$ cat src/rtl/softstart_pkg.sv
package softstart_pkg;

  typedef enum logic [2:0] {
    ST_IDLE  = 3'd0,
    ST_RAMP1 = 3'd1,
    ST_PAUSE = 3'd2,
    ST_LATCH = 3'd3,
    ST_WAIT  = 3'd4,
    ST_RAMP2 = 3'd5,
    ST_RUN   = 3'd6
  } seqState_t;

  typedef struct packed {
    logic clrAll;
    logic cntClr;
    logic cntInc;
    logic doLatch;
    logic armStbySet;
    logic armRestSet;
    logic swSet;
  } seqStrobe_t;

endpackage

$ cat src/rtl/softstart_dp.sv
module softstart_dp
  import softstart_pkg::*;
#(
  parameter int RAMP_LEN   = 16,
  parameter int PAUSE_LEN  = 24,
  parameter int SETTLE_LEN = 40
) (
  input  logic       clk,
  input  logic       rst_n,
  input  seqStrobe_t strb,
  input  logic       memSelHigh,
  input  logic       cfgEn3,
  input  logic       cfgEn5,
  input  logic       actReq,
  output logic       rampDone,
  output logic       pauseDone,
  output logic       settleDone,
  output logic       armStby,
  output logic       armRest,
  output logic       swOn,
  output logic       mem3v3,
  output logic       en3Lat,
  output logic       en5Lat,
  output logic       modeActive
);

  localparam int MAX_A   = (RAMP_LEN > PAUSE_LEN) ? RAMP_LEN : PAUSE_LEN;
  localparam int MAX_LEN = (MAX_A > SETTLE_LEN) ? MAX_A : SETTLE_LEN;
  localparam int CNT_W   = $clog2(MAX_LEN + 1);
  localparam logic [CNT_W-1:0] RAMP_LAST   = CNT_W'(RAMP_LEN - 1);
  localparam logic [CNT_W-1:0] PAUSE_LAST  = CNT_W'(PAUSE_LEN - 1);
  localparam logic [CNT_W-1:0] SETTLE_LAST = CNT_W'(SETTLE_LEN - 1);

  logic [CNT_W-1:0] cnt;

  // shared phase counter: one counter serves ramps, pause and settle window
  always_ff @(posedge clk or negedge rst_n) begin
    if (!rst_n) begin
      cnt <= '0;
    end else if (strb.clrAll || strb.cntClr) begin
      cnt <= '0;
    end else if (strb.cntInc) begin
      cnt <= cnt + 1'b1;
    end
  end

  assign rampDone   = (cnt == RAMP_LAST);
  assign pauseDone  = (cnt == PAUSE_LAST);
  assign settleDone = (cnt == SETTLE_LAST);

  // sticky flags set by the control strobes
  always_ff @(posedge clk or negedge rst_n) begin
    if (!rst_n) begin
      armStby <= 1'b0;
      armRest <= 1'b0;
      swOn    <= 1'b0;
    end else if (strb.clrAll) begin
      armStby <= 1'b0;
      armRest <= 1'b0;
      swOn    <= 1'b0;
    end else begin
      if (strb.armStbySet) armStby <= 1'b1;
      if (strb.armRestSet) armRest <= 1'b1;
      if (strb.swSet)      swOn    <= 1'b1;
    end
  end

  // one capture per start-up
  always_ff @(posedge clk or negedge rst_n) begin
    if (!rst_n) begin
      mem3v3     <= 1'b0;
      en3Lat     <= 1'b0;
      en5Lat     <= 1'b0;
      modeActive <= 1'b0;
    end else if (strb.clrAll) begin
      mem3v3     <= 1'b0;
      en3Lat     <= 1'b0;
      en5Lat     <= 1'b0;
      modeActive <= 1'b0;
    end else if (strb.doLatch) begin
      mem3v3     <= memSelHigh;
      en3Lat     <= cfgEn3;
      en5Lat     <= cfgEn5;
      modeActive <= actReq;
    end
  end

  p_cnt_bound_r6: assert property (@(posedge clk) disable iff (!rst_n)
    cnt < CNT_W'(MAX_LEN));

  p_latch_hold_r4: assert property (@(posedge clk) disable iff (!rst_n)
    (!strb.doLatch && !strb.clrAll) |=> $stable(mem3v3) && $stable(en3Lat) && $stable(en5Lat));

endmodule

$ cat src/rtl/softstart_ctrl.sv
module softstart_ctrl
  import softstart_pkg::*;
(
  input  logic       clk,
  input  logic       rst_n,
  input  logic       porOk,
  input  logic       shutdown,
  input  logic       actReq,
  input  logic       allGood,
  input  logic       rampDone,
  input  logic       pauseDone,
  input  logic       settleDone,
  output seqStrobe_t strb,
  output logic       rampStby,
  output logic       rampRest,
  output logic       latchStrobe,
  output logic       ready
);

  seqState_t state, stateNxt;
  logic      abort;

  assign abort = !porOk || shutdown;

  always_comb begin
    stateNxt = state;
    strb     = '0;
    if (abort) begin
      stateNxt    = ST_IDLE;
      strb.clrAll = 1'b1;
    end else begin
      unique case (state)
        ST_IDLE: begin
          stateNxt    = ST_RAMP1;
          strb.cntClr = 1'b1;
        end
        ST_RAMP1: begin
          if (rampDone) begin
            stateNxt        = ST_PAUSE;
            strb.cntClr     = 1'b1;
            strb.armStbySet = 1'b1;
          end else begin
            strb.cntInc = 1'b1;
          end
        end
        ST_PAUSE: begin
          if (pauseDone) begin
            stateNxt    = ST_LATCH;
            strb.cntClr = 1'b1;
          end else begin
            strb.cntInc = 1'b1;
          end
        end
        ST_LATCH: begin
          strb.doLatch = 1'b1;
          strb.cntClr  = 1'b1;
          stateNxt     = actReq ? ST_WAIT : ST_RAMP2;
        end
        ST_WAIT: begin
          if (!allGood) begin
            strb.cntClr = 1'b1;
          end else if (settleDone) begin
            stateNxt    = ST_RAMP2;
            strb.cntClr = 1'b1;
            strb.swSet  = 1'b1;
          end else begin
            strb.cntInc = 1'b1;
          end
        end
        ST_RAMP2: begin
          if (rampDone) begin
            stateNxt        = ST_RUN;
            strb.cntClr     = 1'b1;
            strb.armRestSet = 1'b1;
          end else begin
            strb.cntInc = 1'b1;
          end
        end
        default: stateNxt = ST_RUN;
      endcase
    end
  end

  always_ff @(posedge clk or negedge rst_n) begin
    if (!rst_n) state <= ST_IDLE;
    else        state <= stateNxt;
  end

  assign rampStby    = (state == ST_RAMP1);
  assign rampRest    = (state == ST_RAMP2);
  assign latchStrobe = (state == ST_LATCH);
  assign ready       = (state == ST_RUN);

  p_abort_idle_r9: assert property (@(posedge clk) disable iff (!rst_n)
    (!porOk || shutdown) |=> (state == ST_IDLE));

  p_latch_pulse_r3: assert property (@(posedge clk) disable iff (!rst_n)
    latchStrobe |=> !latchStrobe);

endmodule

$ cat src/rtl/softstart_seq.sv
module softstart_seq
  import softstart_pkg::*;
#(
  parameter int RAMP_LEN   = 16,
  parameter int PAUSE_LEN  = 24,
  parameter int SETTLE_LEN = 40,
  parameter int N_MAIN     = 3
) (
  input  logic              clk,
  input  logic              rst_n,
  input  logic              porOk,
  input  logic              shutdown,
  input  logic              slpS3n,
  input  logic              slpS5n,
  input  logic [N_MAIN-1:0] mainGood,
  input  logic              memSelHigh,
  input  logic              cfgEn3,
  input  logic              cfgEn5,
  output logic              rampStby,
  output logic              rampRest,
  output logic              latchStrobe,
  output logic              armStby,
  output logic              armRest,
  output logic              swOn,
  output logic              ready,
  output logic              mem3v3,
  output logic              en3Lat,
  output logic              en5Lat
);

  seqStrobe_t strb;
  logic rampDone, pauseDone, settleDone, modeActive;
  logic actReq, allGood;

  assign actReq  = slpS3n && slpS5n;
  assign allGood = &mainGood;

  softstart_ctrl u_ctrl (
    .clk        (clk),
    .rst_n      (rst_n),
    .porOk      (porOk),
    .shutdown   (shutdown),
    .actReq     (actReq),
    .allGood    (allGood),
    .rampDone   (rampDone),
    .pauseDone  (pauseDone),
    .settleDone (settleDone),
    .strb       (strb),
    .rampStby   (rampStby),
    .rampRest   (rampRest),
    .latchStrobe(latchStrobe),
    .ready      (ready)
  );

  softstart_dp #(
    .RAMP_LEN  (RAMP_LEN),
    .PAUSE_LEN (PAUSE_LEN),
    .SETTLE_LEN(SETTLE_LEN)
  ) u_dp (
    .clk        (clk),
    .rst_n      (rst_n),
    .strb       (strb),
    .memSelHigh (memSelHigh),
    .cfgEn3     (cfgEn3),
    .cfgEn5     (cfgEn5),
    .actReq     (actReq),
    .rampDone   (rampDone),
    .pauseDone  (pauseDone),
    .settleDone (settleDone),
    .armStby    (armStby),
    .armRest    (armRest),
    .swOn       (swOn),
    .mem3v3     (mem3v3),
    .en3Lat     (en3Lat),
    .en5Lat     (en5Lat),
    .modeActive (modeActive)
  );

  p_arm_after_ramp_r3: assert property (@(posedge clk) disable iff (!rst_n)
    $rose(armStby) |-> $past(rampStby));

  p_sw_with_ramp_r7: assert property (@(posedge clk) disable iff (!rst_n)
    $rose(swOn) |-> rampRest && modeActive);

  p_sw_needs_good_r6: assert property (@(posedge clk) disable iff (!rst_n)
    $rose(swOn) |-> $past(allGood));

  p_ready_armed_r8: assert property (@(posedge clk) disable iff (!rst_n)
    ready |-> armStby && armRest);

  p_sleep_no_sw_r5: assert property (@(posedge clk) disable iff (!rst_n)
    (swOn && !modeActive) |-> 1'b0 == swOn);

endmodule

$ cat config.mk
export PLATFORM = sky130hd
export DESIGN_NAME = softstart_seq
export DESIGN_NICKNAME = d
export VERILOG_FILES = /design/src/rtl/softstart_pkg.sv /design/src/rtl/softstart_dp.sv /design/src/rtl/softstart_ctrl.sv /design/src/rtl/softstart_seq.sv
export SDC_FILE = /design/constraint.sdc
export NUM_CORES = 1
export LEC_CHECK = 0
export ABC_AREA = 1
export BUFFER_PORTS_ARGS = -buffer_cell sky130_fd_sc_hd__buf_4
export CORE_MARGIN = 3
export CORE_UTILIZATION = 25
export CTS_CLUSTER_SIZE = 40
export DETAILED_ROUTE_END_ITERATION = 6
export MAX_ROUTING_LAYER = met4
export PLACE_DENSITY = 0.48
export SLEW_MARGIN = 20
export SYNTH_ARGS = -nofsm -noshare
export SYNTH_HDL_FRONTEND = slang
export SYNTH_SLANG_ARGS = --single-unit
$ cat constraint.sdc
create_clock -name clk -period 1.7 [get_ports clk]
set_clock_uncertainty 0.2 [all_clocks]
set_input_delay 0.51 -clock clk [delete_from_list [all_inputs] [get_ports clk]]
set_output_delay 0.51 -clock clk [all_outputs]
set_load 0.005 [all_outputs]
==> results of run 1 <==
path summary, 6_finish.rpt:
path	from	to	slack, ps
max	u_ctrl.state[1]$_DFFE_PN0P_	rampRest	-170
min	cfgEn3	u_dp.en3Lat$_DFFE_PN0P_	230
max reg2reg	u_ctrl.state[1]$_DFFE_PN0P_	u_dp.cnt[2]$_DFFE_PN0P_	-50
min reg2reg	u_dp.swOn$_DFFE_PN0P_	u_dp.swOn$_DFFE_PN0P_	310
max in group asynchronous	rst_n	u_ctrl.state[1]$_DFFE_PN0P_	710
min in group asynchronous	rst_n	u_ctrl.state[0]$_DFFE_PN0P_	390
layout by cell type (no fill, tap or decap), types with 5 or more instances in the layout:
cell type,synthesis,layout
a21oi_1,7,5
buf_4,0,42
dfrtp_1,15,13
inv_1,11,10
inv_2,5,5
nand2_1,27,13
nand2_2,6,13
nand2_4,0,7
nand3_1,20,16
nand3_2,3,5
nor2_1,17,13
nor2_4,1,6
report_power, final:
group / total (mW) / leakage, nW / switching (mW) / internal, mW
clock: 0.225 / 0.0150 / 0.134 / 0.0916
sequential: 0.369 / 0.206 / 0.00834 / 0.361
combinational: 0.171 / 0.520 / 0.0929 / 0.0778
area by class of cell:
class	instances	area share, %
Timing Repair Buffer	46	23.7
Sequential cell	15	25.0
Inverter	17	4.71
Tap cell	46	3.80
Multi-Input combinational cell	92	41.1
Clock buffer	4	1.74
through the flow:
| step | setup slack [ps] | cells | TNS (ps) | util, % | instance area, um^2 |
|---|---|---|---|---|---|
| final | -168 | 220 | -814 | 44.3 | 1510 |
| after global routing | -199 | 220 | -1430 | 44.3 | 1510 |
| after CTS | -153 | 213 | -579 | 38.7 | 1320 |
| after detailed placement | -76.0 | 199 | -335 | 34.3 | 1170 |
| after global placement | -39.8 | 199 | -142 | 34.3 | 1170 |
| after floorplan | 74.5 | 125 | 0 | - | 903 |
cell usage after synthesis (all sizes together):
cell type and number:
a21oi 7, dfrtp 15, clkinv 1, buf 1, ha 1, a31oi 1, nand2 33, o21a 1
nor3 2, clkbuf 1, inv 16, nor2 21, nand3 23, o21ai 2
flip-flops by register name, summed over array words and instances, names as in the netlist:
| name | cells |
|---|---|
| u_dp.armRest | 1 |
| u_dp.cnt | 6 |
| u_ctrl.state | 3 |
| u_dp.mem3v3 | 1 |
| u_dp.en5Lat | 1 |
| u_dp.armStby | 1 |
| u_dp.en3Lat | 1 |
| u_dp.swOn | 1 |
logic make-up after synthesis:
kind of cell | count (synthesis) | synth area share, %
DFF | 15 | 41.6
buffers and inverters | 19 | 9.28
AOI/OAI and AO/OA | 11 | 6.51
adders and majority gates | 1 | 1.38
and+or+nand+nor | 79 | 41.3
worst min-delay path, stage by stage:
cell	delay (ps)
buf_4	70
nand3_1	60
nand2_1	60
what timing repair did:
action / in CTS / in global routing
gates cloned: 0 / 1
setup buffers: 9 / 6
gates resized for setup: 14 / 35
pin swaps: 2 / 9
hold buffers: 1 / 0
endpoints found under the setup margin: 10 / 12
endpoints found under the hold margin: 15 / 0
per-layer routing:
layer,vias up,wire (um)
li1,501,-
met1,471,1180
met2,26,1450
met3,5,134
met4,0,31
met5,-,0
==> qor.csv, run 1 <==
metric,value,unit
status,"complete, but fails checks",
failed_checks,setup timing,
grt_max_degree,16,
routabilityCongestion,0.767,
crit_path_cell_trace,"inv_2, nand2_4, nor2_4, buf_6",
relSlewSlack,75.6,%
core,0.00342,mm^2
multi_input_area,622,um^2
worst_pin_slew,363,ps
slew_violations,0,
setup_viol,10,
avgSynthCellArea,7.23,um^2
critPathTopFamily,flip-flops,
synth.distinct_cells,19,
timing_worst_setup_path_type,reg2out,
p_total,0.765,mW
path_depth,4,
rsz0062_at_grt,true,
path_buf_inv,2,
design.die.area,0.00437,mm^2
met3_usage,3.57,%
drtIter0Drc,67,
critPathLaunchType,flip-flop,
start_util,26.4,%
wire_per_inst,12.7,um
fmax,535,MHz
synthCells,125,
cp_max_fo,5,
wl,2790,um
synth_top_area_share,41.6,%
antenna_cells,0,
fin_crit_sh,110,%
syn2layout_area_growth,67.6,%
clock_latency,300,ps
clockBufferDepth,2,
p_leak,0.741,nW
ys_ff_latch,15,
antenna_found_initial,0,
slowest_stage,dfrtp_2,
hold_path_depth,3,
yosysWarnings,0,
clkSinkCount,15,
yosys-top-cells-area,"dfrtp_1 42%, nand2_1 11%, nand3_1 11%",
grt-ovfl-total,0,
worst_ir_drop_vdd,0.431,mV
cap_violations,0,
nets,188,
drc,0,
viasPerCell,4.56,
critPathArrivalTime,1160,ps
fp-row-count,21,
end_kind,output pin,
p_per_area,506,mW/mm^2
setup_slack,-168,ps
io_buffers,21,
hp-class,in2reg,
r2r_cells,10,
die_h,66.1,um
vias,1003,
numCtsBuffers,3,
syn_nets,138,
synth_area_leader_cell,dfrtp_1,
grt_pass1_wl,3970,um
n_fill_cell,327,
ys_seq_area_share,41.6,%
grt_util_all_layers,12.2,%
die_width,66.1,um
max_stage_delay,480,ps
drive_gt1_share,55.2,%
tritoncts,done,
cts_max_level,1,
clk_pin_slew_worst_paths,100,ps
grt_use_met1,14.7,%
required,990,ps
ant_nets,0,
first_pass_iters,4,
busiest_layer,met2,
syn_area,903,um^2
met2_usage,19.3,%
seqCellArea,378,um^2
hpwlAfterDp,1650,um
cts-root-buf,clkbuf_4,
grt_pass1_vias,912,
hold_viol_final,0,
ios,22,
fin_crit,1870,ps
fin_hold_ws,235,ps
No activity file was read; power rests on OpenSTA's default activity.
==> run 2: changes to the inputs <==
--- a/config.mk
+++ b/config.mk
@@ -9,9 +9,9 @@
 export BUFFER_PORTS_ARGS = -buffer_cell sky130_fd_sc_hd__buf_4
 export CORE_MARGIN = 3
-export CORE_UTILIZATION = 25
+export CORE_UTILIZATION = 44
 export CTS_CLUSTER_SIZE = 40
 export DETAILED_ROUTE_END_ITERATION = 6
 export MAX_ROUTING_LAYER = met4
-export PLACE_DENSITY = 0.48
+export PLACE_DENSITY = 0.73
 export SLEW_MARGIN = 20
 export SYNTH_ARGS = -nofsm -noshare
==> constraint.sdc (replaced) <==
create_clock -name clk -period 1.7 [get_ports clk]
set_clock_uncertainty 0.2 [all_clocks]
set_input_delay 0.255 -clock clk [delete_from_list [all_inputs] [get_ports clk]]
set_output_delay 0.255 -clock clk [all_outputs]
set_load 0.005 [all_outputs]
==> run 2 against run 1 <==
Net effect:
- the flow now finishes without violations
- critical path depth unchanged
- maximum frequency increased by 12%
- via count down 4.0%
- clock-buffer cell count decreased by 1
- first-iteration DRC count fell by 69%
- die area decreased by 40%
- sequential cell count unchanged
==> qor.csv, run 2 (synthesized netlist as in run 1, its figures left out) <==
metric,value,unit,change
setup_viol,0,,-10
first_pass_iters,4,,unchanged
drive_gt1_share,39.4,%,-16 points
wire_per_inst,12.0,um,-5.7%
hp-class,in2reg,,
layout_commonest_cell,buf_4,,
drtIter0Drc,21,,-69%
nets,179,,-4.8%
antenna_found_initial,0,,unchanged
start_util,49.1,%,+23 points
worst_ir_drop_vdd,0.446,mV,+3.4%
clockBufferDepth,2,,unchanged
clock_latency,300,ps,about the same
mostFrequentLayoutCells,"32 x buf_4, 25 x nand2_1, 19 x nand3_1",,
critPathLaunchType,flip-flop,,
wl,2280,um,-19%
grt_pass1_wl,3440,um,-13%
cap_violations,0,,unchanged
fp-row-count,15,,-29%
ant_nets,0,,unchanged
top_regs,"u_dp.cnt (6), u_ctrl.state (3)",,
worst_pin_slew,335,ps,-28.0 ps
grt_util_all_layers,18.1,%,+5.9 points
status,completed,,
rsz0062_at_grt,true,,
drc,0,,unchanged
clk_pin_slew_worst_paths,100,ps,about the same
grt-ovfl-total,0,,unchanged
ios,22,,unchanged
fin_hold_ws,31.5,ps,-204 ps
numCtsBuffers,3,,unchanged
hold_viol_final,0,,unchanged
required,1240,ps,+250 ps
timing_worst_setup_path_type,reg2out,,
fin_crit,1660,ps,-205 ps
slew_violations,0,,unchanged
clkSinkCount,15,,unchanged
vias,963,,-4.0%
relSlewSlack,77.5,%,+1.9 points
grt_max_degree,16,,unchanged
fin_crit_sh,97.8,%,-12 points
regMostFlops,u_dp.cnt,,
die_width,51.3,um,-22%
syn2layout_area_growth,44.0,%,
critPathArrivalTime,1210,ps,+50 ps
core,0.00184,mm^2,-46%
grt_pass1_vias,855,,-6.3%
p_leak,0.659,nW,-11%
tritoncts,done,,
fmax,601,MHz,+12%
die_h,51.3,um,-22%
p_per_area,549,mW/mm^2,+8.6%
cts-root-buf,clkbuf_4,,
p_total,0.714,mW,-6.7%
end_kind,output pin,,
cts_max_level,1,,unchanged
design.die.area,0.00263,mm^2,-40%
viasPerCell,5.07,,+11%
hpwlAfterDp,1580,um,-4.7%
routabilityCongestion,0.862,,+12%
antenna_cells,0,,unchanged
cp_max_fo,6,,+1
io_buffers,21,,unchanged
largest_reg_flops,6,,unchanged
-- run 2: path summary, 6_finish.rpt --
check | endpoint | slack [ps] | cells past startpoint | startpoint
setup / recovery | latchStrobe | 40 | 4 | u_ctrl.state[2]$_DFFE_PN0P_
hold / removal | u_ctrl.state[0]$_DFFE_PN0P_ | 30 | 4 | slpS5n
setup reg to reg | u_dp.cnt[5]$_DFFE_PN0P_ | 80 | 8 | u_ctrl.state[0]$_DFFE_PN0P_
hold reg to reg | u_dp.swOn$_DFFE_PN0P_ | 310 | 1 | u_dp.swOn$_DFFE_PN0P_
max in group asynchronous | u_ctrl.state[0]$_DFFE_PN0P_ | 980 | 2 | rst_n
min in group asynchronous | u_dp.cnt[2]$_DFFE_PN0P_ | 130 | 2 | rst_n
-- run 2: through the flow --
step,setup TNS [ps],util [%],worst slack (ps),cells,instance area (um^2)
after floorplan,0,-,74.5,125,903
after global placement,-103,61.4,-33.0,176,1130
after detailed placement,-427,61.4,-92.3,176,1130
after CTS,0,66.1,6.87,185,1210
after global routing,-150,70.7,-37.1,190,1300
final,0,70.7,37.1,190,1300
-- run 2: area by class of cell --
cell class	instances	area, um^2
clock inverters	1	7.51
fillers	154	538
clock buffers	3	22.5
repair buffers	37	292
multi-input cells	92	502
flip-flops and latches	15	378
well taps	25	31.3
inverters	17	68.8
-- run 2: report_power, final --
group / total (mW) / leakage [nW] / switching (mW) / internal, mW
Clock: 0.222 / 0.0139 / 0.132 / 0.0897
Sequential: 0.367 / 0.206 / 0.00607 / 0.361
Combinational: 0.126 / 0.440 / 0.0703 / 0.0553
-- run 2: what timing repair did --
action,in CTS,in global routing
endpoints found under the setup margin,7,11
pin swaps,0,6
buffers inserted,1,4
gates cloned,0,1
hold endpoints to repair,18,0
gates resized for setup,1,14
hold buffers,4,0
-- run 2: routing by layer --
metal | vias up | routed length, um | track usage [%]
met5 | - | 0 | -
met4 | 0 | 42 | 5.24
met3 | 7 | 123 | 6.12
met2 | 29 | 1140 | 29.2
met1 | 446 | 974 | 21.4
li1 | 481 | - | -
-- run 2: worst max-delay path, cell delays in order, from the launching register on --
cell and delay [ps]:
dfrtp_1 430, inv_2 120, nand3_1 140, inv_2 110, buf_4 110
